$ cat config.mk
export PLATFORM = sky130hd
export DESIGN_NAME = frac_conv_div
export DESIGN_NICKNAME = d
export VERILOG_FILES = /design/src/rtl/fcd_pkg.sv /design/src/rtl/fcd_factor.sv /design/src/rtl/fcd_mul.sv /design/src/rtl/fcd_ctrl.sv /design/src/rtl/frac_conv_div.sv
export SDC_FILE = /design/constraint.sdc
export NUM_CORES = 1
export LEC_CHECK = 0
export ABC_AREA = 1
export CAP_MARGIN = 10
export CORE_ASPECT_RATIO = 0.9
export CORE_MARGIN = 2
export CORE_UTILIZATION = 40
export DETAILED_ROUTE_END_ITERATION = 12
export PLACE_DENSITY = 0.65
export SYNTH_ARGS = -nofsm -noshare
export SYNTH_HDL_FRONTEND = slang
export SYNTH_SLANG_ARGS = --single-unit
$ cat constraint.sdc
create_clock -name clk -period 13.8 [get_ports clk]
set_input_delay 1.38 -clock clk [delete_from_list [all_inputs] [get_ports clk]]
set_output_delay 1.38 -clock clk [all_outputs]
set_load 0.01 [all_outputs]
$ cat src/rtl/fcd_pkg.sv
// Package: shared sizing helpers for the convergence divider.
// Assumes widths of at least 2 bits.
package fcd_pkg;
    // Number of scaling passes: ceil(log2 w) plus one guard pass.
    function automatic int pass_count(input int w);
        return $clog2(w) + 1;
    endfunction

    // Multiplier occupancy: two products per pass, minus the skipped last divisor product.
    function automatic int step_count(input int w);
        return 2 * pass_count(w) - 1;
    endfunction
endpackage

$ cat src/rtl/fcd_factor.sv
// Module: forms the correction factor F = 2 - D.
// Assumes D is a W-bit fraction in [1/2, 1). F then has 1 integer bit and
// W fraction bits and stays in (1, 1.5], so it fits in W+1 bits.
module fcd_factor #(
    parameter int W = 15
) (
    input  logic [W-1:0] den,
    output logic [W:0]   fac
);
    // Two's complement of the fraction, taken modulo 2^(W+1).
    always_comb begin
        fac = (W+1)'(0) - {1'b0, den};
    end
endmodule

$ cat src/rtl/fcd_mul.sv
// Module: truncating fraction multiplier shared by both products.
// a is a W-bit fraction and b is 1.W fixed point. The product is cut back to W
// fraction bits. ovf flags a product that reached 1.0 or more.
module fcd_mul #(
    parameter int W = 15
) (
    input  logic [W-1:0] a,
    input  logic [W:0]   b,
    output logic [W-1:0] p,
    output logic         ovf
);
    localparam int PW = 2 * W + 1;
    logic [PW-1:0] full;

    // Full-precision product followed by truncation of the low W bits.
    always_comb begin
        full = {{(W+1){1'b0}}, a} * {{W{1'b0}}, b};
        p    = full[2*W-1:W];
        ovf  = full[2*W];
    end
endmodule

$ cat src/rtl/fcd_ctrl.sv
// Module: sequencer for the convergence divider.
// Counts the STEPS multiplier cycles of one division. Even steps scale the
// numerator, odd steps scale the denominator. The final step is even, so the
// last denominator product is never formed. Start is honoured only when idle.
module fcd_ctrl #(
    parameter int STEPS = 9
) (
    input  logic clk,
    input  logic rst_n,
    input  logic start,
    output logic busy,
    output logic done,
    output logic load,
    output logic num_phase,
    output logic last_step
);
    localparam int SW = (STEPS > 1) ? $clog2(STEPS) : 1;
    localparam logic [SW-1:0] LAST = SW'(STEPS - 1);

    logic [SW-1:0] step_q;
    logic          busy_q;
    logic          done_q;

    // Decode the current step for the datapath.
    always_comb begin
        load      = start && !busy_q;
        num_phase = !step_q[0];
        last_step = (step_q == LAST);
        busy      = busy_q;
        done      = done_q;
    end

    // Step counter, busy flag and done pulse.
    always_ff @(posedge clk) begin
        if (!rst_n) begin
            step_q <= '0;
            busy_q <= 1'b0;
            done_q <= 1'b0;
        end else begin
            done_q <= 1'b0;
            if (load) begin
                busy_q <= 1'b1;
                step_q <= '0;
            end else if (busy_q) begin
                if (last_step) begin
                    busy_q <= 1'b0;
                    done_q <= 1'b1;
                end else begin
                    step_q <= step_q + 1'b1;
                end
            end
        end
    end

    p_done_pulse_r8: assert property (@(posedge clk) disable iff (!rst_n)
        done_q |=> !done_q);
    p_ignore_start_r7: assert property (@(posedge clk) disable iff (!rst_n)
        (busy_q && !last_step) |=> (busy_q && !done_q));
    p_busy_end_r3: assert property (@(posedge clk) disable iff (!rst_n)
        $fell(busy_q) |-> done_q);
    p_accept_r2: assert property (@(posedge clk) disable iff (!rst_n)
        (start && !busy_q) |=> (busy_q && step_q == '0));
endmodule

$ cat src/rtl/frac_conv_div.sv
// Module: top of the convergence fraction divider.
// Scales numerator and denominator by F = 2 - D on each pass, using one shared
// truncating multiplier, until the denominator is all ones. The numerator is
// then the quotient. Assumes a normalized divisor and dividend < divisor.
module frac_conv_div #(
    parameter int W = 15
) (
    input  logic         clk,
    input  logic         rst_n,
    input  logic         start,
    input  logic [W-1:0] dividend,
    input  logic [W-1:0] divisor,
    output logic         busy,
    output logic         done,
    output logic [W-1:0] quotient
);
    import fcd_pkg::*;
    localparam int STEPS = step_count(W);

    logic [W-1:0] num_q;
    logic [W-1:0] den_q;
    logic [W:0]   fac;
    logic [W-1:0] mul_a;
    logic [W-1:0] prod;
    logic         ovf;
    logic         load;
    logic         num_phase;
    logic         last_step;

    fcd_ctrl #(.STEPS(STEPS)) u_ctrl (
        .clk       (clk),
        .rst_n     (rst_n),
        .start     (start),
        .busy      (busy),
        .done      (done),
        .load      (load),
        .num_phase (num_phase),
        .last_step (last_step)
    );

    fcd_factor #(.W(W)) u_factor (
        .den (den_q),
        .fac (fac)
    );

    // Route the operand due for scaling in this step into the multiplier.
    always_comb begin
        mul_a = num_phase ? num_q : den_q;
    end

    fcd_mul #(.W(W)) u_mul (
        .a   (mul_a),
        .b   (fac),
        .p   (prod),
        .ovf (ovf)
    );

    // Operand registers: load on accept, then write back one product per step.
    always_ff @(posedge clk) begin
        if (!rst_n) begin
            num_q <= '0;
            den_q <= '0;
        end else if (load) begin
            num_q <= dividend;
            den_q <= divisor;
        end else if (busy) begin
            if (num_phase) num_q <= prod;
            else           den_q <= prod;
        end
    end

    // The running numerator is the quotient output.
    always_comb begin
        quotient = num_q;
    end

    p_norm_input_r1: assert property (@(posedge clk) disable iff (!rst_n)
        load |-> (divisor[W-1] && dividend < divisor));
    p_no_overflow_r4: assert property (@(posedge clk) disable iff (!rst_n)
        busy |-> !ovf);
    p_den_rises_r4: assert property (@(posedge clk) disable iff (!rst_n)
        (busy && !num_phase) |=> (den_q >= $past(den_q)));
    p_hold_r8: assert property (@(posedge clk) disable iff (!rst_n)
        (!busy && !start) |=> $stable(quotient));
endmodule

After elaboration in Yosys (flattened, before gate mapping) --
Index checks and enable logic that the tools add are counted.
Word-level totals: bits in registers 36, bits of input ports 33, output and inout port bits 17, word-level logic and storage cells 33
Cells by class: add/sub/neg operators 2, $mul 1, eq/ne operators 2, mux-type cells 11, bitwise logic cells 3, reductions and logical operators 9
Operator list (count):
- $mux 15 | 7
- $mul 15x16->30 | 1
- $sub 1x15->16 const A | 1
- $reduce_and 2->1 | 3
- $add 4x1->4 const B | 1
- $eq 4x4->1 const B | 1
- $mux 1 | 4
- $reduce_bool 2->1 | 2
- $not 1->1 | 3
- $reduce_or 3->1 | 1
- $ne 2x2->1 const B | 1
- $reduce_or 2->1 | 1
- $logic_and 1x1->1 | 1
- $logic_not 1->1 | 1

Depth between registers and ports, before layout --
Gate-level depths: netlist of run 1.
word-level depth 5, gate-level depth with buffers 44

Hierarchy --
Synthesis of run 1 repeated with hierarchy kept, for this count alone.
Second synthesis, totals: cell total of the unflattened synthesis 1540, area, all modules 10572.6 µm²
Modules (own cells, without submodules):
- fcd_mul | times used 1, cells an instance 1156, area each 8254.2 µm²
- frac_conv_div | times used 1, cells an instance 267, area each 1631.6 µm²
- fcd_factor | times used 1, cells an instance 79, area each 386.6 µm²
- fcd_ctrl | times used 1, cells an instance 38, area each 300.3 µm²

Worst setup path after synthesis of run 1 --
OpenSTA, ideal clock, no wires.
kind flip-flop to flip-flop, start point register den_q[0], end point register den_q[14], setup time 68 ps, arrival time 6569 ps, required time 13732 ps, setup slack 7163 ps, stages on the path, launching flop included 43, clock period less this slack 6637 ps, cells stage by stage dfxtp_1 > inv_2 > clkbuf_1 > ha_1 > nand2_1 > nor2_1 > inv_2 > nor2_1 > inv_1 > nor2_2 > inv_2 > nor2_2 > inv_2 > nor2_4 > nand2_1 > nand2_1 > buf_6 > nor2_2 > [... 7 more ...] > inv_1 > fa_1 > inv_1 > fa_1 > inv_1 > ha_1 > nand2_1 > nor2_1 > inv_1 > nor3_1 > nand2_1 > nand2_1 > nand3_1 > nand2_1 > nand2_1 > nand2_1 > nand3_1 > a21oi_2
Between the ends: longest elaborated chain between the ends 5, elaborated cells on any way between the ends 6, classes of those cells 1 x add/sub; 1 x mul; 4 x mux
Ends and longest elaborated chain:
- start: declaration | line frac_conv_div.sv:21 | logic [W-1:0] den_q;
- start signal: assignment | line frac_conv_div.sv:65 | den_q <= divisor;
- start signal: assignment | line frac_conv_div.sv:68 | else den_q <= prod;
- $sub 1x15->16 / $mux 15 (equally long branches) | line fcd_factor.sv:12, frac_conv_div.sv:48
- $mul 15x16->30 (*) | line fcd_mul.sv:17 | full = {{(W+1){1'b0}}, a} * {{W{1'b0}}, b};
- $mux 15 (*) | line frac_conv_div.sv:67 | if (num_phase) num_q <= prod;
- $mux 15 (*) | line frac_conv_div.sv:66 | end else if (busy) begin
- $mux 15 (*) | line frac_conv_div.sv:63 | end else if (load) begin
Mark *: on every way between the ends. The rest lies on a longest branch, timed or not. The select of a mux whose other input is x is not followed. A chain may end at the register's enable or synchronous reset.

Worst setup path in the final report of run 1 --
start point register den_q[0], end point register den_q[6]
The elaborated chain is that of the path after synthesis.

==> flow_results.xml, run 1 <==
<?xml version="1.0" encoding="UTF-8"?>
<metrics>
  <group name="logic_synthesis">
    <metric name="post_synth.cell_area_avg" unit="sq um">7.22</metric>
    <metric name="synth_top_cell_by_area" unit="">fa_1</metric>
    <metric name="share_of_yosys_cell_area_claimed_by_the_top_area_cell_type" unit="">0.355</metric>
    <metric name="fraction_of_the_yosys_area_taken_by_sequential_cells" unit="">0.0718</metric>
    <metric name="synth.area.top_cells" unit="">fa_1 (35%), inv_1 (12%), ha_1 (11%)</metric>
    <metric name="synth_cell_type_count" unit="">37</metric>
    <metric name="dominantRegCellSynth" unit="">dfxtp_1</metric>
    <metric name="syn-instance-count" unit="">1391</metric>
    <metric name="mappedNetlistArea" unit="sq um">10000</metric>
    <metric name="synth_edf_count" unit="">0</metric>
    <metric name="yosys_warnings" unit="">0</metric>
    <metric name="post_synthesis_net_count" unit="">1693</metric>
    <metric name="async_flop_share" unit="">0</metric>
    <metric name="yosys_register_bits" unit="">36</metric>
  </group>
  <group name="worst_setup_path">
    <metric name="cp-start-kind" unit="">flop</metric>
    <metric name="setup.worst_path.class" unit="">reg2reg</metric>
    <metric name="critical_path_fanout_max" unit="">16</metric>
    <metric name="cp_data_required_time" unit="ns">14.00</metric>
    <metric name="slowest_cell_on_crit_path" unit="">fa_1</metric>
    <metric name="cp-end-kind" unit="">flop</metric>
    <metric name="arrival" unit="ns">7.89</metric>
    <metric name="timing.critical_path.slowest_cell_delay" unit="ns">0.55</metric>
  </group>
  <group name="global_route">
    <metric name="global_route.peak_usage_layer" unit="">met2</metric>
    <metric name="grt_pass1_vias" unit="">9512</metric>
    <metric name="globalRouteOverflowTotal" unit="">0</metric>
    <metric name="antenna_found_initial" unit="">0</metric>
    <metric name="global_route_usage_sum" unit="">0.251</metric>
    <metric name="grt.met3_usage" unit="">0.0402</metric>
    <metric name="gr-usage-met1" unit="">0.360</metric>
    <metric name="first_pass_grt_wire_length" unit="mm">51.5</metric>
    <metric name="grt_use_met2" unit="">0.392</metric>
    <metric name="grt_max_degree" unit="">35</metric>
  </group>
  <group name="clock_tree">
    <metric name="clk_transition_reported_paths" unit="ns">0.06</metric>
    <metric name="clock_insertion_delay_worst_skew" unit="ns">0.28</metric>
    <metric name="cts_buffers" unit="">5</metric>
    <metric name="post_cts_buffers" unit="">0</metric>
    <metric name="cts_root_buffer_type" unit="">clkbuf_16</metric>
    <metric name="clock_tree.buffer_depth" unit="">2</metric>
    <metric name="postCtsHoldBufs" unit="">0</metric>
    <metric name="clock-sinks" unit="">36</metric>
    <metric name="number_of_h_tree_levels" unit="">2</metric>
    <metric name="post_cts_resize_count" unit="">0</metric>
    <metric name="tritoncts" unit="">done</metric>
  </group>
  <group name="sta">
    <metric name="worst_pin_slew" unit="ns">1.07</metric>
    <metric name="period_share" unit="">0.557</metric>
    <metric name="clock.fmax" unit="GHz">0.130</metric>
    <metric name="relSlewSlack" unit="">0.281</metric>
    <metric name="tns" unit="ns">0</metric>
    <metric name="rsz_0062_raised_after_global_routing" unit="">no</metric>
    <metric name="timing_max_transition_violations_final" unit="">0</metric>
    <metric name="final-setup-viol-count" unit="">0</metric>
    <metric name="worst_clock_skew" unit="ns">0.00736</metric>
    <metric name="period_minus_slack" unit="ns">7.69</metric>
    <metric name="hold_viol" unit="">0</metric>
  </group>
  <group name="routing">
    <metric name="drt_iter0_drc" unit="">888</metric>
    <metric name="dr.pass1.iters" unit="">7</metric>
    <metric name="vias_per_cell" unit="">5.16</metric>
    <metric name="wl_per_cell" unit="um">17.8</metric>
    <metric name="routed-via-count" unit="">9102</metric>
    <metric name="routed_wl" unit="mm">31.5</metric>
    <metric name="antenna_violating_nets_post_route" unit="">0</metric>
    <metric name="drt_drc_violations_left" unit="">0</metric>
  </group>
  <group name="placement">
    <metric name="port_buffers" unit="">49</metric>
    <metric name="gp_congestion" unit="">0.968</metric>
    <metric name="dp_hpwl" unit="mm">26.1</metric>
  </group>
  <group name="job">
    <metric name="max_cap_violations" unit="">0</metric>
  </group>
  <group name="layout">
    <metric name="post_route_cells_drive_above_1_share" unit="">0.0506</metric>
    <metric name="design.final.nets" unit="">1724</metric>
    <metric name="num_antenna_cells" unit="">0</metric>
    <metric name="area_delta_synth_final" unit="%">10.0</metric>
  </group>
  <group name="floorplan">
    <metric name="die_w" unit="um">171</metric>
    <metric name="floorplan.die.height" unit="um">154</metric>
    <metric name="core_area" unit="sq um">24900</metric>
    <metric name="fp.dieArea" unit="sq um">26400</metric>
    <metric name="initial_core_util" unit="">0.403</metric>
    <metric name="floorplan.rows" unit="">55</metric>
    <metric name="io_pins" unit="">50</metric>
  </group>
  <group name="min_path">
    <metric name="min_path_type" unit="">reg2reg</metric>
  </group>
  <group name="status">
    <metric name="outcome" unit="">completed</metric>
  </group>
</metrics>
## final timing paths
path	cells past startpoint	endpoint	slack, ns	from
min reg2reg	2	u_ctrl.step_q[3]	0.52	u_ctrl.step_q[3]
min	2	u_ctrl.step_q[3]	0.52	u_ctrl.step_q[3]
max reg2reg	35	den_q[6]	6.11	den_q[0]
max	35	den_q[6]	6.11	den_q[0]
## final cells by class
class | count | area [sq um]
Clock buffer | 7 | 153
Fill cell | 2606 | 13900
Inverter | 335 | 1260
Multi-Input combinational cell | 983 | 7910
Sequential cell | 36 | 721
Tap cell | 342 | 428
Timing Repair Buffer | 61 | 581
## state kept, by name, indices dropped and copies added, names as in the netlist
| signal | flops |
|---|---|
| quotient | 15 |
| den_q | 15 |
| u_ctrl.busy | 1 |
| u_ctrl.step_q | 4 |
| u_ctrl.done | 1 |
## metal layers
layer,share of wire,wire length (um)
met3,0.087,2750
met4,0.032,994
met2,0.44,13900
met1,0.44,13800
met5,0,0
## critical path: cells and delay by family (launching register included)
kind                       cells  cell delay (ns)
AOI/OAI and AO/OA              3             0.63
and+or+nand+nor               14             1.71
xor gates and xnor gates       1             0.29
buffers and inverters          9             1.02
adders and majority gates      8             3.59
DFF                            1             0.36
## metrics by stage
stage / setup slack, ns / instance area (sq um) / hold WS [ns] / cells / utilization
2_1_floorplan: 7.16 / 10000 / 0.464 / 1391 / -
3_3_place_gp: 6.22 / 10900 / 0.491 / 1757 / 0.438
3_5_place_dp: 6.16 / 10900 / 0.508 / 1757 / 0.438
4_1_cts: 6.13 / 11100 / 0.523 / 1764 / 0.444
5_1_grt: 5.51 / 11100 / 0.549 / 1764 / 0.444
6_report: 6.11 / 11100 / 0.516 / 1764 / 0.444
## cells in the mapped netlist (2+ instances only)
library cell and n:
a21o_1 3, a21oi_1 75, buf_1 3, buf_2 11
clkbuf_1 21, clkinv_1 3, dfxtp_1 36, fa_1 178
ha_1 91, inv_1 318, inv_2 14, nand2_1 253
nand2_2 11, nand3_1 37, nand3_2 3, nand3b_1 4
nand4_1 23, nor2_1 186, nor2_2 15, nor3_1 10
nor4_1 4, o211ai_1 2, o21ai_0 63, o21ai_1 2
o21bai_1 6, or2_2 3, xnor2_1 4, xor2_1 3
## cells by family after synthesis
group / count (synthesis) / synth area share
AOI/OAI and AO/OA: 154 / 0.0802
and+or+nand+nor: 553 / 0.232
DFF: 36 / 0.0718
xor gates and xnor gates: 7 / 0.00610
adders and majority gates: 269 / 0.468
buffers and inverters: 372 / 0.142
## layout by cell type, fill, tap and decap left out
master / count
nor3_2: 1
o21ai_0: 59
nand2_4: 1
nor2_2: 15
xor2_1: 3
nor4_1: 4
or2_1: 1
clkbuf_8: 2
o211ai_1: 2
a21o_1: 3
o21ai_1: 3
clkbuf_16: 5
nor2_4: 1
a21oi_2: 1
nand3_2: 3
a211oi_1: 1
xnor2_1: 4
nand2_2: 11
nand3_1: 37
a21oi_1: 75
nor3_1: 10
inv_1: 318
nand4_1: 23
dfxtp_1: 36
buf_4: 12
inv_2: 14
nand2_1: 253
a31oi_1: 1
clkinv_1: 3
nand3b_1: 4
ha_1: 91
nor2_1: 186
or2_2: 3
fa_1: 178
clkdlybuf4s50_1: 49
o21ai_2: 3
o21bai_1: 6
Power of run 1 is left out: the tool's default activity adds up to more than one toggle a clock period on the data nets, which glitch-free logic cannot reach.
==> run 2: changes to the inputs <==
Settings changed: PLACE_DENSITY 0.65 to 0.67.
Clock period 13.8 ns to 6.8 ns, I/O delays scaled along.
==> run 2 against run 1 <==
Effect of this change: clock skew decreased by 0.0032 ns; fmax increased by 18%; routed wire length decreased by 0.83%; critical endpoint is now den_q[4]; largest cell class unchanged; highest routed layer unchanged.
==> flow_results.xml, run 2 (synthesized netlist as in run 1, its figures left out) <==
<?xml version="1.0" encoding="UTF-8"?>
<metrics>
  <group name="sta">
    <metric name="clock.fmax" unit="GHz">0.153</metric>
    <metric name="rsz_0062_raised_after_global_routing" unit="">yes</metric>
    <metric name="timing_max_transition_violations_final" unit="">0</metric>
    <metric name="hold_viol" unit="">0</metric>
    <metric name="final-setup-viol-count" unit="">0</metric>
    <metric name="final_critical_path_setup_slack" unit="ns">0.277</metric>
    <metric name="worst_clock_skew" unit="ns">0.00412</metric>
    <metric name="relSlewSlack" unit="">0.307</metric>
    <metric name="period_share" unit="">0.959</metric>
    <metric name="period_minus_slack" unit="ns">6.52</metric>
    <metric name="worst_pin_slew" unit="ns">1.03</metric>
  </group>
  <group name="layout">
    <metric name="final_common_cell" unit="">inv_1</metric>
    <metric name="design.final.nets" unit="">1798</metric>
    <metric name="num_antenna_cells" unit="">0</metric>
    <metric name="area_delta_synth_final" unit="%">19.1</metric>
    <metric name="mostFrequentLayoutCells" unit="">inv_1 (311), nand2_1 (240), nor2_1 (177), fa_1 (177), buf_4 (84)</metric>
    <metric name="final_area" unit="sq um">12000</metric>
    <metric name="post_route_cells_drive_above_1_share" unit="">0.140</metric>
  </group>
  <group name="worst_setup_path">
    <metric name="timing.critical_path.slowest_cell_delay" unit="ns">0.55</metric>
    <metric name="crit_path_frequent_cell" unit="">fa_1</metric>
    <metric name="cp-start-kind" unit="">flop</metric>
    <metric name="arrival" unit="ns">6.67</metric>
    <metric name="setup.worst_path.class" unit="">reg2reg</metric>
    <metric name="cp_data_required_time" unit="ns">6.95</metric>
    <metric name="critical_path_fanout_max" unit="">5</metric>
    <metric name="slowest_cell_on_crit_path" unit="">fa_1</metric>
    <metric name="cp-end-kind" unit="">flop</metric>
    <metric name="rr_worst_depth" unit="">36</metric>
  </group>
  <group name="routing">
    <metric name="wl_per_cell" unit="um">17.0</metric>
    <metric name="routed-via-count" unit="">9375</metric>
    <metric name="vias_per_cell" unit="">5.10</metric>
    <metric name="drt_drc_violations_left" unit="">0</metric>
    <metric name="dr.pass1.iters" unit="">5</metric>
    <metric name="routed_wl" unit="mm">31.2</metric>
    <metric name="antenna_violating_nets_post_route" unit="">0</metric>
    <metric name="drt_iter0_drc" unit="">710</metric>
  </group>
  <group name="clock_tree">
    <metric name="clock_insertion_delay_worst_skew" unit="ns">0.28</metric>
    <metric name="tritoncts" unit="">done</metric>
    <metric name="number_of_h_tree_levels" unit="">2</metric>
    <metric name="clk_transition_reported_paths" unit="ns">0.06</metric>
    <metric name="postCtsHoldBufs" unit="">0</metric>
    <metric name="cts_root_buffer_type" unit="">clkbuf_16</metric>
    <metric name="clock_tree.buffer_depth" unit="">2</metric>
    <metric name="cts_buffers" unit="">5</metric>
    <metric name="clock-sinks" unit="">36</metric>
  </group>
  <group name="global_route">
    <metric name="first_pass_grt_wire_length" unit="mm">50.5</metric>
    <metric name="global_route.peak_usage_layer" unit="">met2</metric>
    <metric name="grt_use_met2" unit="">0.399</metric>
    <metric name="grt.met3_usage" unit="">0.0317</metric>
    <metric name="gr-usage-met1" unit="">0.351</metric>
    <metric name="global_route_usage_sum" unit="">0.245</metric>
    <metric name="globalRouteOverflowTotal" unit="">0</metric>
    <metric name="antenna_found_initial" unit="">0</metric>
    <metric name="grt_max_degree" unit="">35</metric>
    <metric name="grt_pass1_vias" unit="">9558</metric>
  </group>
  <group name="job">
    <metric name="max_cap_violations" unit="">0</metric>
  </group>
  <group name="placement">
    <metric name="dp_hpwl" unit="mm">26.5</metric>
    <metric name="port_buffers" unit="">49</metric>
    <metric name="post-place-ws" unit="ns">-0.0790</metric>
    <metric name="dpl_cell_area" unit="sq um">11400</metric>
    <metric name="gp_congestion" unit="">0.980</metric>
  </group>
  <group name="floorplan">
    <metric name="io_pins" unit="">50</metric>
    <metric name="fp.dieArea" unit="sq um">26400</metric>
    <metric name="floorplan.rows" unit="">55</metric>
    <metric name="initial_core_util" unit="">0.403</metric>
    <metric name="floorplan.die.height" unit="um">154</metric>
    <metric name="die_w" unit="um">171</metric>
    <metric name="core_area" unit="sq um">24900</metric>
  </group>
  <group name="status">
    <metric name="outcome" unit="">completed</metric>
  </group>
  <group name="min_path">
    <metric name="number_of_cells_on_the_worst_hold_path" unit="">2</metric>
    <metric name="min_path_type" unit="">reg2reg</metric>
  </group>
</metrics>
## run 2: cell types whose count changed in the layout (fill, tap and decap cells not counted), moves of 8 or more
cell     before  now
ha_1         91   82
nand2_1     253  240
nor2_1      186  177
nand2_2      11   21
a21oi_2       1   11
a21oi_1      75   65
o21ai_1       3   14
o21ai_0      59   51
nand3_2       3   11
nand3_1      37   29
buf_4        12   84
## run 2: metal layers
layer,share of wire,vias up,wire [um]
met5,0,-,0
met4,0.020,0,631
met3,0.080,45,2500
met2,0.46,404,14400
met1,0.44,4548,13700
li1,-,4378,-
## run 2: worst paths after layout
| check | from | end | slack (ns) |
|---|---|---|---|
| min reg2reg | u_ctrl.step_q[1] | u_ctrl.step_q[1] | 0.50 |
| max reg2reg | den_q[0] | den_q[4] | 0.28 |
| max | den_q[0] | den_q[4] | 0.28 |
| min | u_ctrl.step_q[1] | u_ctrl.step_q[1] | 0.50 |
## run 2: worst max-delay path, delay by kind of cell (launching register included)
family / cells / cell delay (ns)
flip-flops: 1 / 0.32
AO/OA/AOI/OAI: 1 / 0.09
buffers and inverters: 10 / 0.67
adder cells (fa/ha/maj): 8 / 3.45
AND/OR/NAND/NOR: 17 / 1.86
## run 2: stage by stage
stage	TNS [ns]	utilization	hold WS [ns]	cells
final	0	0.480	0.497	1839
after global routing	-0.275	0.480	0.526	1839
after CTS	0	0.465	0.501	1832
after detailed placement	-0.128	0.458	0.494	1824
after global placement	-0.188	0.458	0.489	1824
after floorplan	0	-	0.464	1391
## run 2: area by class of cell
type | count | area [sq um]
fillers | 2541 | 13000
inverters | 335 | 1260
flip-flops and latches | 36 | 722
multi-input cells | 983 | 8210
repair buffers | 135 | 1150
clock buffers | 7 | 153
well taps | 342 | 428
clock inverters | 1 | 30.0
## run 2: repair_timing
| item | in CTS | in global routing |
|---|---|---|
| endpoints found under the setup margin | 7 | 30 |
| pin swaps | 0 | 28 |
| resized for setup | 2 | 84 |
| setup buffers | 0 | 7 |
Power of run 2 is left out for the same reason.
